**src/rtl/pm_pkg.sv**
```systemverilog
package pm_pkg;
    localparam int REG_W = 16;
    localparam int RD_W  = 32;

    localparam int BIT_TMR = 0;
    localparam int BIT_GBL = 5;
    localparam int BIT_PWR = 8;
    localparam int BIT_RTC = 10;

    localparam logic [REG_W-1:0] EVT_MASK =
        REG_W'((1 << BIT_TMR) | (1 << BIT_GBL) | (1 << BIT_PWR) | (1 << BIT_RTC));

    localparam logic [7:0] OFF_STS = 8'h00;
    localparam logic [7:0] OFF_EN  = 8'h02;
    localparam logic [7:0] OFF_CNT = 8'h04;
    localparam logic [7:0] OFF_TMR = 8'h08;

    typedef enum logic [0:0] {
        ST_IDLE = 1'b0,
        ST_RESP = 1'b1
    } rsp_state_t;
endpackage

```
**src/rtl/pm_win_decode.sv**
```systemverilog
module pm_win_decode #(
    parameter int ADDR_W = 16,
    parameter int OFF_W  = 6
) (
    input  logic [ADDR_W-OFF_W-1:0] cfg_base_blk,
    input  logic                    cfg_win_en,
    input  logic [ADDR_W-1:0]       io_addr,
    output logic                    win_hit,
    output logic [OFF_W-1:0]        win_off
);
    always_comb begin
        win_hit = cfg_win_en && (io_addr[ADDR_W-1:OFF_W] == cfg_base_blk);
        win_off = io_addr[OFF_W-1:0];
    end
endmodule

```
**src/rtl/pm_timer.sv**
```systemverilog
module pm_timer #(
    parameter int W = 24
) (
    input  logic         clk,
    input  logic         rst_n,
    input  logic         tick_en,
    output logic [W-1:0] tmr_q,
    output logic         top_flip
);
    always_comb top_flip = tick_en && (&tmr_q[W-2:0]);

    always_ff @(posedge clk) begin
        if (!rst_n) begin
            tmr_q <= '0;
        end else if (tick_en) begin
            tmr_q <= tmr_q + 1'b1;
        end
    end
endmodule

```
**src/rtl/pm_evt_regs.sv**
```systemverilog
module pm_evt_regs
    import pm_pkg::*;
(
    input  logic             clk,
    input  logic             rst_n,
    input  logic             wr_sts,
    input  logic             wr_en,
    input  logic             wr_cnt,
    input  logic [REG_W-1:0] wdata,
    input  logic             set_tmr,
    input  logic             set_gbl,
    input  logic             set_pwr,
    input  logic             set_rtc,
    output logic [REG_W-1:0] sts_q,
    output logic [REG_W-1:0] en_q,
    output logic [REG_W-1:0] cnt_q,
    output logic             sci
);
    logic [REG_W-1:0] set_vec;
    logic [REG_W-1:0] sts_d;
    logic [REG_W-1:0] pend;

    always_comb begin
        set_vec          = '0;
        set_vec[BIT_TMR] = set_tmr;
        set_vec[BIT_GBL] = set_gbl;
        set_vec[BIT_PWR] = set_pwr;
        set_vec[BIT_RTC] = set_rtc;
    end

    always_comb begin
        sts_d = sts_q;
        if (wr_sts) begin
            sts_d = sts_d & ~wdata;
        end
        sts_d = (sts_d | set_vec) & EVT_MASK;
    end

    genvar gi;
    generate
        for (gi = 0; gi < REG_W; gi++) begin : g_pend
            if (EVT_MASK[gi]) begin : g_src
                assign pend[gi] = sts_q[gi] & en_q[gi];
            end else begin : g_none
                assign pend[gi] = 1'b0;
            end
        end
    endgenerate

    always_comb sci = |pend;

    always_ff @(posedge clk) begin
        if (!rst_n) begin
            sts_q <= '0;
            en_q  <= '0;
            cnt_q <= '0;
        end else begin
            sts_q <= sts_d;
            if (wr_en) begin
                en_q <= wdata & EVT_MASK;
            end
            if (wr_cnt) begin
                cnt_q <= wdata;
            end
        end
    end
endmodule

```
**src/rtl/pm_sci_unit.sv**
```systemverilog
module pm_sci_unit
    import pm_pkg::*;
#(
    parameter int ADDR_W    = 16,
    parameter int WIN_BYTES = 64,
    parameter int TMR_W     = 24,
    localparam int OFF_W    = $clog2(WIN_BYTES)
) (
    input  logic                    clk,
    input  logic                    rst_n,
    input  logic [ADDR_W-OFF_W-1:0] cfg_base_blk,
    input  logic                    cfg_win_en,
    input  logic [ADDR_W-1:0]       io_addr,
    input  logic                    io_rd,
    input  logic                    io_wr,
    input  logic [REG_W-1:0]        io_wdata,
    input  logic                    tick_en,
    input  logic                    pwrbtn_evt,
    input  logic                    rtc_evt,
    input  logic                    gbl_req,
    output logic [RD_W-1:0]         io_rdata,
    output logic                    rd_valid,
    output logic                    sci
);
    logic             win_hit;
    logic [OFF_W-1:0] win_off;
    logic [7:0]       off8;
    logic             rd_hit;
    logic             wr_hit;
    logic [TMR_W-1:0] tmr_q;
    logic             top_flip;
    logic [REG_W-1:0] sts_q;
    logic [REG_W-1:0] en_q;
    logic [REG_W-1:0] cnt_q;
    logic [RD_W-1:0]  rd_mux;
    logic [RD_W-1:0]  rdata_q;
    rsp_state_t       state_q;
    rsp_state_t       state_d;

    pm_win_decode #(.ADDR_W(ADDR_W), .OFF_W(OFF_W)) u_dec (
        .cfg_base_blk (cfg_base_blk),
        .cfg_win_en   (cfg_win_en),
        .io_addr      (io_addr),
        .win_hit      (win_hit),
        .win_off      (win_off)
    );

    pm_timer #(.W(TMR_W)) u_tmr (
        .clk      (clk),
        .rst_n    (rst_n),
        .tick_en  (tick_en),
        .tmr_q    (tmr_q),
        .top_flip (top_flip)
    );

    always_comb begin
        off8   = 8'(win_off);
        rd_hit = io_rd && win_hit;
        wr_hit = io_wr && win_hit;
    end

    pm_evt_regs u_regs (
        .clk     (clk),
        .rst_n   (rst_n),
        .wr_sts  (wr_hit && (off8 == OFF_STS)),
        .wr_en   (wr_hit && (off8 == OFF_EN)),
        .wr_cnt  (wr_hit && (off8 == OFF_CNT)),
        .wdata   (io_wdata),
        .set_tmr (top_flip),
        .set_gbl (gbl_req),
        .set_pwr (pwrbtn_evt),
        .set_rtc (rtc_evt),
        .sts_q   (sts_q),
        .en_q    (en_q),
        .cnt_q   (cnt_q),
        .sci     (sci)
    );

    always_comb begin
        unique case (off8)
            OFF_STS: rd_mux = RD_W'(sts_q);
            OFF_EN:  rd_mux = RD_W'(en_q);
            OFF_CNT: rd_mux = RD_W'(cnt_q);
            OFF_TMR: rd_mux = RD_W'(tmr_q);
            default: rd_mux = '0;
        endcase
    end

    // Next-state logic of the read responder
    always_comb begin
        state_d = state_q;
        unique case (state_q)
            ST_IDLE: if (rd_hit)  state_d = ST_RESP;   // RD_ACCEPT
            ST_RESP: if (!rd_hit) state_d = ST_IDLE;   // RD_DONE, else RD_CHAIN
            default: state_d = ST_IDLE;
        endcase
    end

    // State register and captured read data
    always_ff @(posedge clk) begin
        if (!rst_n) begin
            state_q <= ST_IDLE;
            rdata_q <= '0;
        end else begin
            state_q <= state_d;
            if (rd_hit) begin
                rdata_q <= rd_mux;
            end
        end
    end

    // Outputs from the state
    always_comb begin
        unique case (state_q)
            ST_RESP: begin
                rd_valid = 1'b1;
                io_rdata = rdata_q;
            end
            default: begin
                rd_valid = 1'b0;
                io_rdata = '0;
            end
        endcase
    end
endmodule

```
**config.mk**
```make
export PLATFORM = sky130hd
export DESIGN_NAME = pm_sci_unit
export DESIGN_NICKNAME = d
export VERILOG_FILES = /design/src/rtl/pm_pkg.sv /design/src/rtl/pm_win_decode.sv /design/src/rtl/pm_timer.sv /design/src/rtl/pm_evt_regs.sv /design/src/rtl/pm_sci_unit.sv
export SDC_FILE = /design/constraint.sdc
export NUM_CORES = 1
export LEC_CHECK = 0
export BUFFER_PORTS_ARGS = -buffer_cell sky130_fd_sc_hd__buf_4
export CAP_MARGIN = 40
export CORE_MARGIN = 2
export CORE_UTILIZATION = 59
export DETAILED_ROUTE_END_ITERATION = 10
export PLACE_DENSITY = 0.93
export SLEW_MARGIN = 40
export SYNTH_ARGS = -nofsm -noshare
export SYNTH_HDL_FRONTEND = slang
export SYNTH_SLANG_ARGS = --single-unit
```
**constraint.sdc**
```tcl
create_clock -name clk -period 4.8 [get_ports clk]
set_clock_uncertainty 0.1 [all_clocks]
set_input_delay 0.96 -clock clk [delete_from_list [all_inputs] [get_ports clk]]
set_output_delay 0.96 -clock clk [all_outputs]
set_load 0.02 [all_outputs]
```
-- After elaboration in Yosys (flattened, before gate mapping)
Cells that the tools add are included.
- bits in registers: 81
- input port bits: 51
- output and inout port bits: 34
- word-level logic and storage cells: 33
- add/subtract/negate cells: 1
- equal/unequal tests: 4
- multiplexer cells: 5
- bitwise logic cells: 7
- reductions and logical operators: 10
- operator list (operator ; number):
    $pmux 24 s4 ; 1
    $mux 32 ; 1
    $add 24x1->24 const B ; 1
    $reduce_and 23->1 ; 1
    $and 11x11->11 ; 1
    $mux 11 ; 1
    $not 11->11 ; 1
    $or 11x11->11 ; 1
    $eq 10x10->1 ; 1
    $logic_not 8->1 ; 1
    $logic_and 1x1->1 ; 7
    $eq 6x2->1 const B ; 1
    $eq 6x3->1 const B ; 1
    $eq 6x4->1 const B ; 1
    $and 1x1->1 ; 4
    $reduce_or 4->1 ; 1
    $mux 1 ; 2

-- Depth between registers and ports, before layout
Gate-level depths: netlist of the first run.
- depth in word-level cells: 6
- mapped depth: 6
- depth with buffers taken out: 5

-- By module
From an unflattened synthesis of the first run, not the netlist that was laid out.
- cells, all modules: 421
- area, all modules: 3972.6 sq um
- modules (own cells, without submodules) (module ; instances ; cells an instance ; area each (sq um) ; sequential area each (sq um)):
    pm_sci_unit ; 1 ; 170 ; 1616.6 ; 500.5
    pm_evt_regs ; 1 ; 109 ; 1112.3 ; 480.5
    pm_timer ; 1 ; 122 ; 1083.5 ; 480.5
    pm_win_decode ; 1 ; 20 ; 160.2 ; 0.0

-- Worst setup path before layout of the first run
Ideal clock, no wire load.
- kind: input port to flip-flop
- from: in io_addr[0]
- to: reg u_regs.cnt_q[0]
- setup time: 72 ps
- data arrival time: 2317 ps
- required time: 4628 ps
- setup slack: 2311 ps
- cell stages on the path: 6
- buffers on the path: 2
- path through: or4_4 nor3_2 nor4b_2 buf_4 buf_12 mux2i_1
- word-level cells in the longest chain between the ends: 2
- RTL lines (item ; RTL line ; RTL):
    start, declared ; pm_sci_unit.sv:13 ; input logic [ADDR_W-1:0] io_addr,
    $eq 6x3->1 ; pm_sci_unit.sv:67 ; .wr_cnt (wr_hit && (off8 == OFF_CNT)),
    $logic_and 1x1->1 ; pm_sci_unit.sv:67 ;
    end signal, assigned ; pm_evt_regs.sv:63 ; cnt_q <= wdata;
    end, declared ; pm_evt_regs.sv:16 ; output logic [REG_W-1:0] cnt_q,
Every way passes these cells.
A chain may end at the register's enable or synchronous reset.

-- Worst setup path after layout of the first run
- from: in io_addr[1]
- to: reg u_regs.cnt_q[5]
The elaborated chain is that of the path after synthesis.

==> results of run 1 <==
-- per-stage QoR --
| stage | total power (uW) | cell area (um2) | setup slack [ns] | cells |
|---|---|---|---|---|
| final | 1190 | 4640 | 2.20 | 618 |
| after global routing | 1220 | 4640 | 2.05 | 618 |
| after global placement | 720 | 4450 | 1.96 | 602 |
| after detailed placement | 723 | 4450 | 1.89 | 602 |
| after floorplan | 683 | 3970 | 2.31 | 485 |
| after CTS | 1190 | 4640 | 2.20 | 618 |
-- metal layers --
| layer | global-route usage, % | routed length, um | vias up |
|---|---|---|---|
| li1 | - | - | 1751 |
| met1 | 31.3 | 3770 | 1627 |
| met2 | 43.0 | 4350 | 144 |
| met3 | 3.56 | 643 | 30 |
| met4 | 14.3 | 314 | 0 |
| met5 | 0 | 0 | - |
-- Yosys cell counts (all sizes together) --
| cell type | instances |
|---|---|
| a21o | 1 |
| a21oi | 16 |
| a22oi | 2 |
| a311oi | 1 |
| a31oi | 3 |
| and2 | 25 |
| and3 | 7 |
| and4 | 12 |
| buf | 20 |
| clkbuf | 18 |
| conb | 1 |
| dfxtp | 73 |
| ha | 1 |
| inv | 31 |
| mux2i | 46 |
| nand2 | 72 |
| nand2b | 4 |
| nand3 | 18 |
| nand3b | 8 |
| nand4 | 11 |
| nor2 | 13 |
| nor3 | 26 |
| nor4 | 5 |
| nor4b | 1 |
| o21ai | 18 |
| o311ai | 1 |
| o31ai | 11 |
| o41ai | 1 |
| or3 | 3 |
| or4 | 9 |
| xnor2 | 18 |
| xor2 | 2 |
-- final cells by class --
type,instances,area (um2),share of cell area (%)
Clock buffer,13,149,3.21
Clock inverter,3,40.0,0.863
Inverter,31,116,2.51
Multi-Input combinational cell,343,2190,47.2
Sequential cell,73,1460,31.5
Tap cell,77,96.3,2.08
Timing Repair Buffer,78,586,12.6
-- state kept, by name (all words and copies together), names as in the netlist --
name          flops
rdata_q          24
u_regs.sts_q      4
u_regs.en_q       4
state_q           1
u_tmr.tmr_q      24
u_regs.cnt_q     16
-- power breakdown --
part           internal (uW)  switching (uW)  total, uW
combinational           44.0            54.0       98.0
sequential               609            3.27        612
clock                    253             227        480
-- cell families (layout without fill, tap and decap cells) --
family                     count (synthesis)  count (layout)  share of synthesized area (%)
AOI/OAI and AO/OA                         54              54                           8.12
and+or+nand+nor                          214             214                           29.2
adders and majority gates                  1               1                          0.317
xor gates and xnor gates                  20              20                           5.20
DFF                                       73              73                           37.0
muxes                                     46              46                           11.7
buffers and inverters                     69             125                           8.37
other                                      1               8                         0.0950
-- worst max-delay path: cells and delay by family --
family | cells | cell delay (ns)
and+or+nand+nor | 3 | 1.08
buffers and inverters | 2 | 0.46
muxes | 1 | 0.27
-- how the worst min path moves through the flow --
stage / from / end / depth (start not counted)
floorplan: rdata_q[23]$_SDFFE_PN0P_ / rdata_q[23]$_SDFFE_PN0P_ / 2
global placement: rdata_q[11]$_SDFFE_PN0P_ / rdata_q[11]$_SDFFE_PN0P_ / 2
detailed placement: rdata_q[20]$_SDFFE_PN0P_ / rdata_q[20]$_SDFFE_PN0P_ / 2
CTS: rdata_q[20]$_SDFFE_PN0P_ / rdata_q[20]$_SDFFE_PN0P_ / 2
global route: u_regs.cnt_q[13]$_SDFFE_PN0P_ / u_regs.cnt_q[13]$_SDFFE_PN0P_ / 2
finish: rdata_q[20]$_SDFFE_PN0P_ / rdata_q[20]$_SDFFE_PN0P_ / 2
==> metrics.txt, run 1 <==
layout cells sized above 1 18.5%; CTS Sinks 73; PwrDens 257 nW/um2; ANT cells 0; WL/cell 14.7 um; Die Height 85.8 um; Setup crit end u_regs.cnt_q[5]$_SDFFE_PN0P_; CP startpoint io_addr[1]; root buffer cell clkbuf_8; H-Tree Depth 3; post-synthesis cell type count 41; IO buf count 76; RSZ-0062 raised after global routing no; Congestion Overflow GR 0; commonest cells after routing, fill and taps aside buf_4 (78), dfxtp_1 (73), nand2_1 (72), mux2i_1 (46), inv_1 (31); period utilization 54.2%; Site Rows 29; Worst slew margin 46.2%; Max-Cap Viols 0; Hold WC Path Type flip-flop to flip-flop; vias in the first global route 3,397; Routed Antenna Nets 0; sequential share of the synthesized area 37.0%; final setup vio count 0; startpoint types input pin; worst-path cell chain buf_4, or4_4, nor3_2, nor4b_4, buf_4, mux2i_1; Critical-path top delay cell or4_4; Core ar. 6420 um2; die width 85.8 um; Post-CTS Hold Buffers 0; IO Pins 85; Worst Reg-to-Reg Cells 5; top fanout value on the critical path 30; fill count 482; Syn Area/Cell 8.26 um2; top-area cell type share of the netlist area 37.0%; Fin. Hold Viols 0; detailed-route via count 3,552; # resized after CTS 0; P_leak 0.00187 uW; Worst R2R Start u_tmr.tmr_q[0]$_SDFFE_PN0P_; Overall Global Routing Usage 25.5%; HPWL Detailed 6.57 mm; max incr delay on CP 0.68 ns; synthesized instance count 478; final slew viol count 0; layout net count 588; commonest non-fill, non-tap cell in the layout buf_4; sum of negative setup slack 0 ns; Achievable Freq 385 MHz; peak supply drop 0.142 mV; most area-consuming cells after synthesis dfxtp_1 (37%), mux2i_1 (12%), nand2_1 (6.8%); crit path DAT 2.78 ns; Worst Hold Margin 0.355 ns; CTS tree done; Max clock buf depth 2; CP required 4.98 ns; #FFs+latches synth 73; Residual DRC 8; failing checks DRC; Clock Pin Slew Worst Setup and Hold Paths 0.07 ns; Initial Util 61.4%; Yosys top cell by area dfxtp_1; R2R Setup Slk 2.73 ns; Area growth, synth to finish 17.5%; cell area after synthesis 3950 um2; Slew @ Worst Pin 0.807 ns; starting DRC count in detailed routing 252; CP dominant cell by count buf_4; total CTS buffers 9; setup bufs post-CTS 0; total number of yosys warnings 0; initial antenna violation count 0; DRT Pass-1 Iters 7; DRT Wirelength 9.07 mm; Crit Path Category input pin to flip-flop; crit end category flip-flop; largest net degree at the start of global routing 93; clock insertion delay at the later pin of the skew report 0.36 ns; fin util 72.2%; via/cell ratio 5.75; fin crit period 2.60 ns; Reg2Reg Capture Point u_tmr.tmr_q[22]$_SDFFE_PN0P_; first-pass GRT wire length 15.0 mm; GP Congestion 0.878; outcome complete, but fails checks; Die Area 7360 um2
Note: power is estimated with default switching activity, not from simulation.
==> run 2, diff against run 1 <==
--- a/config.mk
+++ b/config.mk
@@ -8,9 +8,9 @@
 export BUFFER_PORTS_ARGS = -buffer_cell sky130_fd_sc_hd__buf_4
 export CAP_MARGIN = 40
 export CORE_MARGIN = 2
-export CORE_UTILIZATION = 59
+export CORE_UTILIZATION = 49
 export DETAILED_ROUTE_END_ITERATION = 10
-export PLACE_DENSITY = 0.93
+export PLACE_DENSITY = 0.83
 export SLEW_MARGIN = 40
 export SYNTH_ARGS = -nofsm -noshare
 export SYNTH_HDL_FRONTEND = slang
==> constraint.sdc (replaced) <==
create_clock -name clk -period 2.3 [get_ports clk]
set_clock_uncertainty 0.1 [all_clocks]
set_input_delay 0.46 -clock clk [delete_from_list [all_inputs] [get_ports clk]]
set_output_delay 0.46 -clock clk [all_outputs]
set_load 0.02 [all_outputs]
==> metrics.txt, run 2 (synthesis results as in run 1) <==
startpoint types flip-flop (was input pin); IO buf count 76 (unchanged); crit path DAT 2.17 ns (was 2.78 ns); CP required 2.46 ns (was 4.98 ns); final setup vio count 0 (unchanged); total power 2420 uW (was 1190 uW); sum of negative setup slack 0 ns (unchanged); Worst Reg-to-Reg Cells 5 (unchanged); Fin. Hold Viols 0 (unchanged); via/cell ratio 5.33 (was 5.75); Die Height 93.7 um (was 85.8 um); WL/cell 13.2 um (was 14.7 um); WP depth 5 (was 6); Congestion Overflow GR 0 (unchanged); H-Tree Depth 3 (unchanged); peak supply drop 0.226 mV (was 0.142 mV); biggest regs rdata_q x24, u_tmr.tmr_q x24, u_regs.cnt_q x16 (unchanged); Overall Global Routing Usage 20.1% (was 25.5%); fin util 61.5% (was 72.2%); Site Rows 32 (was 29); final slew viol count 0 (unchanged); Slew @ Worst Pin 0.744 ns (was 0.807 ns); busiest metal layer after global routing met2 (unchanged); Core ar. 7770 um2 (was 6420 um2); clock insertion delay at the later pin of the skew report 0.34 ns (was 0.36 ns); P_leak 0.00193 uW (was 0.00187 uW); max incr delay on CP 0.60 ns (was 0.68 ns); period utilization 87.6%; HPWL Detailed 6.57 mm (about the same); commonest non-fill, non-tap cell in the layout buf_4 (unchanged); layout cells sized above 1 20.1% (was 18.5%); outcome complete, no violations (was complete, but fails checks); grt met3 use 4.33% (was 3.56%); die width 93.7 um (was 85.8 um); DRT Pass-1 Iters 6 (was 7); DRT Wirelength 8.59 mm (was 9.07 mm); total CTS buffers 9 (unchanged); Die Area 8790 um2 (was 7360 um2); layout net count 599 (was 588); Worst Path Buf+Inv 0 (was 2); CTS tree done (unchanged); final worst slack 0.286 ns (was 2.20 ns); root buffer cell clkbuf_8 (unchanged); first-pass GRT wire length 14.2 mm (was 15.0 mm); PwrDens 506 nW/um2 (was 257 nW/um2); vias in the first global route 3,203 (was 3,397); IO Pins 85 (unchanged); worst-path cell chain ha_1, and4_1, nand4_1, or4_1, a21oi_1 (was buf_4, or4_4, nor3_2, nor4b_4, buf_4, mux2i_1); Clock Pin Slew Worst Setup and Hold Paths 0.07 ns (about the same); met1 Use GR 25.8% (was 31.3%); commonest cells after routing, fill and taps aside buf_4 (86), dfxtp_1 (73), nand2_1 (72), mux2i_1 (46), inv_1 (31) (was buf_4 (78), dfxtp_1 (73), nand2_1 (72), mux2i_1 (46), inv_1 (31)); Routed Antenna Nets 0 (unchanged); Max-Cap Viols 0 (unchanged); Area growth, synth to finish 21.1% (was 17.5%); CP delay by family, top simple AND/OR/NAND/NOR gates (unchanged); Reg2Reg Capture Point u_tmr.tmr_q[22]$_SDFFE_PN0P_ (unchanged); Worst slew margin 50.3% (was 46.2%); RSZ-0062 raised after global routing no (unchanged); ANT cells 0 (unchanged); Crit Path Category flip-flop to flip-flop (was input pin to flip-flop); Residual DRC 0 (was 8); Worst R2R Start u_tmr.tmr_q[0]$_SDFFE_PN0P_ (unchanged); Achievable Freq 497 MHz; initial antenna violation count 0 (unchanged); Max clock buf depth 2 (unchanged); setup bufs post-CTS 0 (unchanged); starting DRC count in detailed routing 200 (was 252); top fanout value on the critical path 9 (was 30); Hold WC Path Type input pin to flip-flop (was flip-flop to flip-flop); # resized after CTS 0 (unchanged); largest net degree at the start of global routing 75 (was 93); GP Congestion 0.914 (was 0.878); M2 GR Usage 34.6% (was 43.0%); CTS Sinks 73 (unchanged); Post-Place Setup Slack 0.123 ns (was 1.89 ns); Setup crit end u_tmr.tmr_q[22]$_SDFFE_PN0P_ (was u_regs.cnt_q[5]$_SDFFE_PN0P_); CP startpoint u_tmr.tmr_q[0]$_SDFFE_PN0P_ (was io_addr[1]); Initial Util 50.8% (was 61.4%); detailed-route via count 3,478 (was 3,552); Post-CTS Hold Buffers 0 (unchanged); Worst Hold Margin 0.202 ns (was 0.355 ns); fin crit period 2.01 ns; crit end category flip-flop (unchanged); Critical-path top delay cell or4_1 (was or4_4); R2R Setup Slk 0.29 ns (was 2.73 ns)
## run 2: area by class of cell
type / count / area [um2]
timing repair buffer: 89 / 706
tap: 102 / 128
clock buffer: 11 / 131
fill: 666 / 2990
multi-input combinational: 343 / 2190
inverter: 31 / 116
clock inverter: 4 / 45.0
sequential: 73 / 1460
## run 2: how the worst min path moves through the flow
stage / startpoint / end / depth (start not counted)
global placement: rdata_q[5]$_SDFFE_PN0P_ / rdata_q[5]$_SDFFE_PN0P_ / 2
finish: io_wdata[5] / u_regs.sts_q[5]$_SDFF_PN0_ / 2
global route: io_wdata[10] / u_regs.sts_q[10]$_SDFF_PN0_ / 2
CTS: io_wdata[10] / u_regs.sts_q[10]$_SDFF_PN0_ / 2
detailed placement: rdata_q[12]$_SDFFE_PN0P_ / rdata_q[12]$_SDFFE_PN0P_ / 2
floorplan: rdata_q[23]$_SDFFE_PN0P_ / rdata_q[23]$_SDFFE_PN0P_ / 2
## run 2: metrics by stage
stage	std cells	area, um2
3_3_place_gp	638	4600
3_5_place_dp	638	4600
5_1_grt	653	4780
4_1_cts	653	4780
2_1_floorplan	485	3970
6_report	653	4780
## run 2: where the power goes
| part | switching [uW] | total (uW) | internal (uW) |
|---|---|---|---|
| clock | 436 | 927 | 490 |
| sequential | 7.17 | 1280 | 1270 |
| combinational | 111 | 213 | 101 |
## run 2: routing by layer
metal	vias to the layer above	wire (um)
met5	-	0
met3	4	501
li1	1770	-
met1	1601	3820
met4	0	44
met2	103	4220
==> run 3, diff against run 2 <==
--- a/config.mk
+++ b/config.mk
@@ -11,6 +11,7 @@
 export CORE_UTILIZATION = 49
 export DETAILED_ROUTE_END_ITERATION = 10
 export PLACE_DENSITY = 0.83
+export SETUP_SLACK_MARGIN = 0.3
 export SLEW_MARGIN = 40
 export SYNTH_ARGS = -nofsm -noshare
 export SYNTH_HDL_FRONTEND = slang
==> metrics.txt, run 3 (synthesis results as in run 1) <==
Hold Startpoint io_wdata[5] (unchanged); peak supply drop 0.226 mV (about the same); commonest non-fill, non-tap cell in the layout buf_4 (unchanged); final worst slack 0.412 ns (was 0.286 ns); DRT Pass-1 Iters 4 (was 6); crit end category flip-flop (unchanged); Post-Place Setup Slack 0.123 ns (unchanged); Die Height 93.7 um (unchanged); P_leak 0.00194 uW (was 0.00193 uW); Fin. Hold Viols 0 (unchanged); Worst slew margin 51.3% (was 50.3%); WL/cell 13.2 um (about the same); hold path endpoint u_regs.sts_q[5]$_SDFF_PN0_ (unchanged); fin crit period 1.89 ns (was 2.01 ns); ANT cells 0 (unchanged); Max-Cap Viols 0 (unchanged); Reg2Reg Capture Point u_tmr.tmr_q[12]$_SDFFE_PN0P_ (was u_tmr.tmr_q[22]$_SDFFE_PN0P_); initial antenna violation count 0 (unchanged); CP delay by family, top simple AND/OR/NAND/NOR gates (unchanged); die width 93.7 um (unchanged); sum of negative setup slack 0 ns (unchanged); Post-CTS Hold Buffers 0 (unchanged); Routed Antenna Nets 0 (unchanged); commonest cells after routing, fill and taps aside buf_4 (88), nand2_1 (72), dfxtp_1 (70), mux2i_1 (46), inv_1 (31) (was buf_4 (86), dfxtp_1 (73), nand2_1 (72), mux2i_1 (46), inv_1 (31)); max incr delay on CP 0.42 ns (was 0.60 ns); via/cell ratio 5.37 (was 5.33); starting DRC count in detailed routing 233 (was 200); Critical-path top delay cell dfxtp_1 (was or4_1); Die Area 8790 um2 (unchanged); Hold WC Path Type input pin to flip-flop (unchanged); worst-path cell chain and4_2, nand4_1, buf_4, or3_1, a21oi_1 (was ha_1, and4_1, nand4_1, or4_1, a21oi_1); PwrDens 503 nW/um2 (was 506 nW/um2); Worst Reg-to-Reg Cells 5 (unchanged); crit path DAT 2.04 ns (was 2.17 ns); H-Tree Depth 3 (unchanged); R2R Setup Slk 0.41 ns (was 0.29 ns); outcome complete, no violations (unchanged); Slew @ Worst Pin 0.730 ns (was 0.744 ns); detailed-route via count 3,520 (was 3,478); top fanout value on the critical path 6 (was 9); Area growth, synth to finish 21.8% (was 21.1%); largest net degree at the start of global routing 75 (unchanged); Layout Cells excl Fill 655 (was 653); total CTS buffers 9 (unchanged); IO buf count 76 (unchanged); startpoint types flip-flop (unchanged); Crit Path Category flip-flop to flip-flop (unchanged); Overall Global Routing Usage 20.1% (about the same); layout net count 601 (was 599); layout cells sized above 1 21.7% (was 20.1%); Achievable Freq 530 MHz (was 497 MHz); Max clock buf depth 2 (unchanged); Site Rows 32 (unchanged); Initial Util 50.8% (unchanged); final setup vio count 0 (unchanged); GP Congestion 0.914 (unchanged); period utilization 82.1% (was 87.6%); HPWL Detailed 6.57 mm (unchanged); Congestion Overflow GR 0 (unchanged); placed insts 638 (unchanged); Worst R2R Start u_tmr.tmr_q[3]$_SDFFE_PN0P_ (was u_tmr.tmr_q[0]$_SDFFE_PN0P_); clock insertion delay at the later pin of the skew report 0.33 ns (was 0.34 ns); IO Pins 85 (unchanged); Core ar. 7770 um2 (unchanged); fill count 665 (was 666); Clock Pin Slew Worst Setup and Hold Paths 0.07 ns (about the same); cell count of the worst hold path 2 (unchanged); Residual DRC 0 (unchanged); RSZ-0062 raised after global routing no (unchanged); first-pass GRT wire length 14.3 mm (was 14.2 mm); DRT Wirelength 8.63 mm (was 8.59 mm); Worst Path Buf+Inv 1 (was 0); Worst Hold Margin 0.205 ns (was 0.202 ns); root buffer cell clkbuf_8 (unchanged); biggest regs rdata_q x24, u_tmr.tmr_q x24, u_regs.cnt_q x16 (unchanged); CP required 2.45 ns (was 2.46 ns); vias in the first global route 3,213 (was 3,203); CTS Sinks 73 (unchanged); CTS tree done (unchanged); final slew viol count 0 (unchanged)
-- run 3: changes by cell type in the layout (fill, tap and decap cells not counted), sizes merged --
cell / change
buf: +2
-- run 3: worst register-to-register path, cell delays in order (launching register included) --
cell     delay, ns
dfxtp_1       0.42
and4_2        0.32
nand4_1       0.26
buf_4         0.24
or3_1         0.33
a21oi_1       0.14
-- run 3: timing repair --
action / CTS / global route
pin swaps: 0 / 1
resized for setup: 1 / 6
setup buffers: 2 / 0
setup endpoints to repair: 26 / 9
-- run 3: routing by layer --
metal / GRT usage, % / vias up / wire length, um
met2: 34.8 / 103 / 4240
met4: 4.35 / 0 / 70
met5: 0 / - / 0
met1: 25.8 / 1635 / 3830
met3: 4.33 / 7 / 486
li1: - / 1775 / -
-- run 3: cell type report --
class	count	area [um2]	area share [%]
Clock buffer	11	131	2.73
Clock inverter	4	45.0	0.937
Inverter	31	116	2.42
Multi-Input combinational cell	343	2200	45.8
Sequential cell	73	1470	30.5
Tap cell	102	128	2.65
Timing Repair Buffer	91	721	15.0
-- run 3: report_power, final --
part | switching [uW] | internal [uW]
combinational | 112 | 101
clock | 437 | 491
sequential | 6.94 | 1270
-- run 3: through the flow --
stage | utilization [%] | area [um2] | total power, uW
after floorplan | - | 3970 | 1430
after global placement | 59.2 | 4600 | 1520
after detailed placement | 59.2 | 4600 | 1520
after CTS | 61.7 | 4790 | 2440
after global routing | 61.9 | 4810 | 2520
final | 61.9 | 4810 | 2420
-- run 3: worst max-delay path by stage --
stage | start | endpoint | slack (ns) | depth (start not counted)
after floorplan | io_addr[0] | u_regs.cnt_q[0]$_SDFFE_PN0P_ | 0.31 | 6
after global placement | io_addr[0] | u_regs.cnt_q[11]$_SDFFE_PN0P_ | 0.20 | 6
after detailed placement | io_addr[1] | u_regs.cnt_q[8]$_SDFFE_PN0P_ | 0.12 | 6
after CTS | u_tmr.tmr_q[3]$_SDFFE_PN0P_ | u_tmr.tmr_q[23]$_SDFFE_PN0P_ | 0.37 | 4
after global routing | u_tmr.tmr_q[3]$_SDFFE_PN0P_ | u_tmr.tmr_q[18]$_SDFFE_PN0P_ | 0.31 | 5
final | u_tmr.tmr_q[3]$_SDFFE_PN0P_ | u_tmr.tmr_q[12]$_SDFFE_PN0P_ | 0.41 | 5
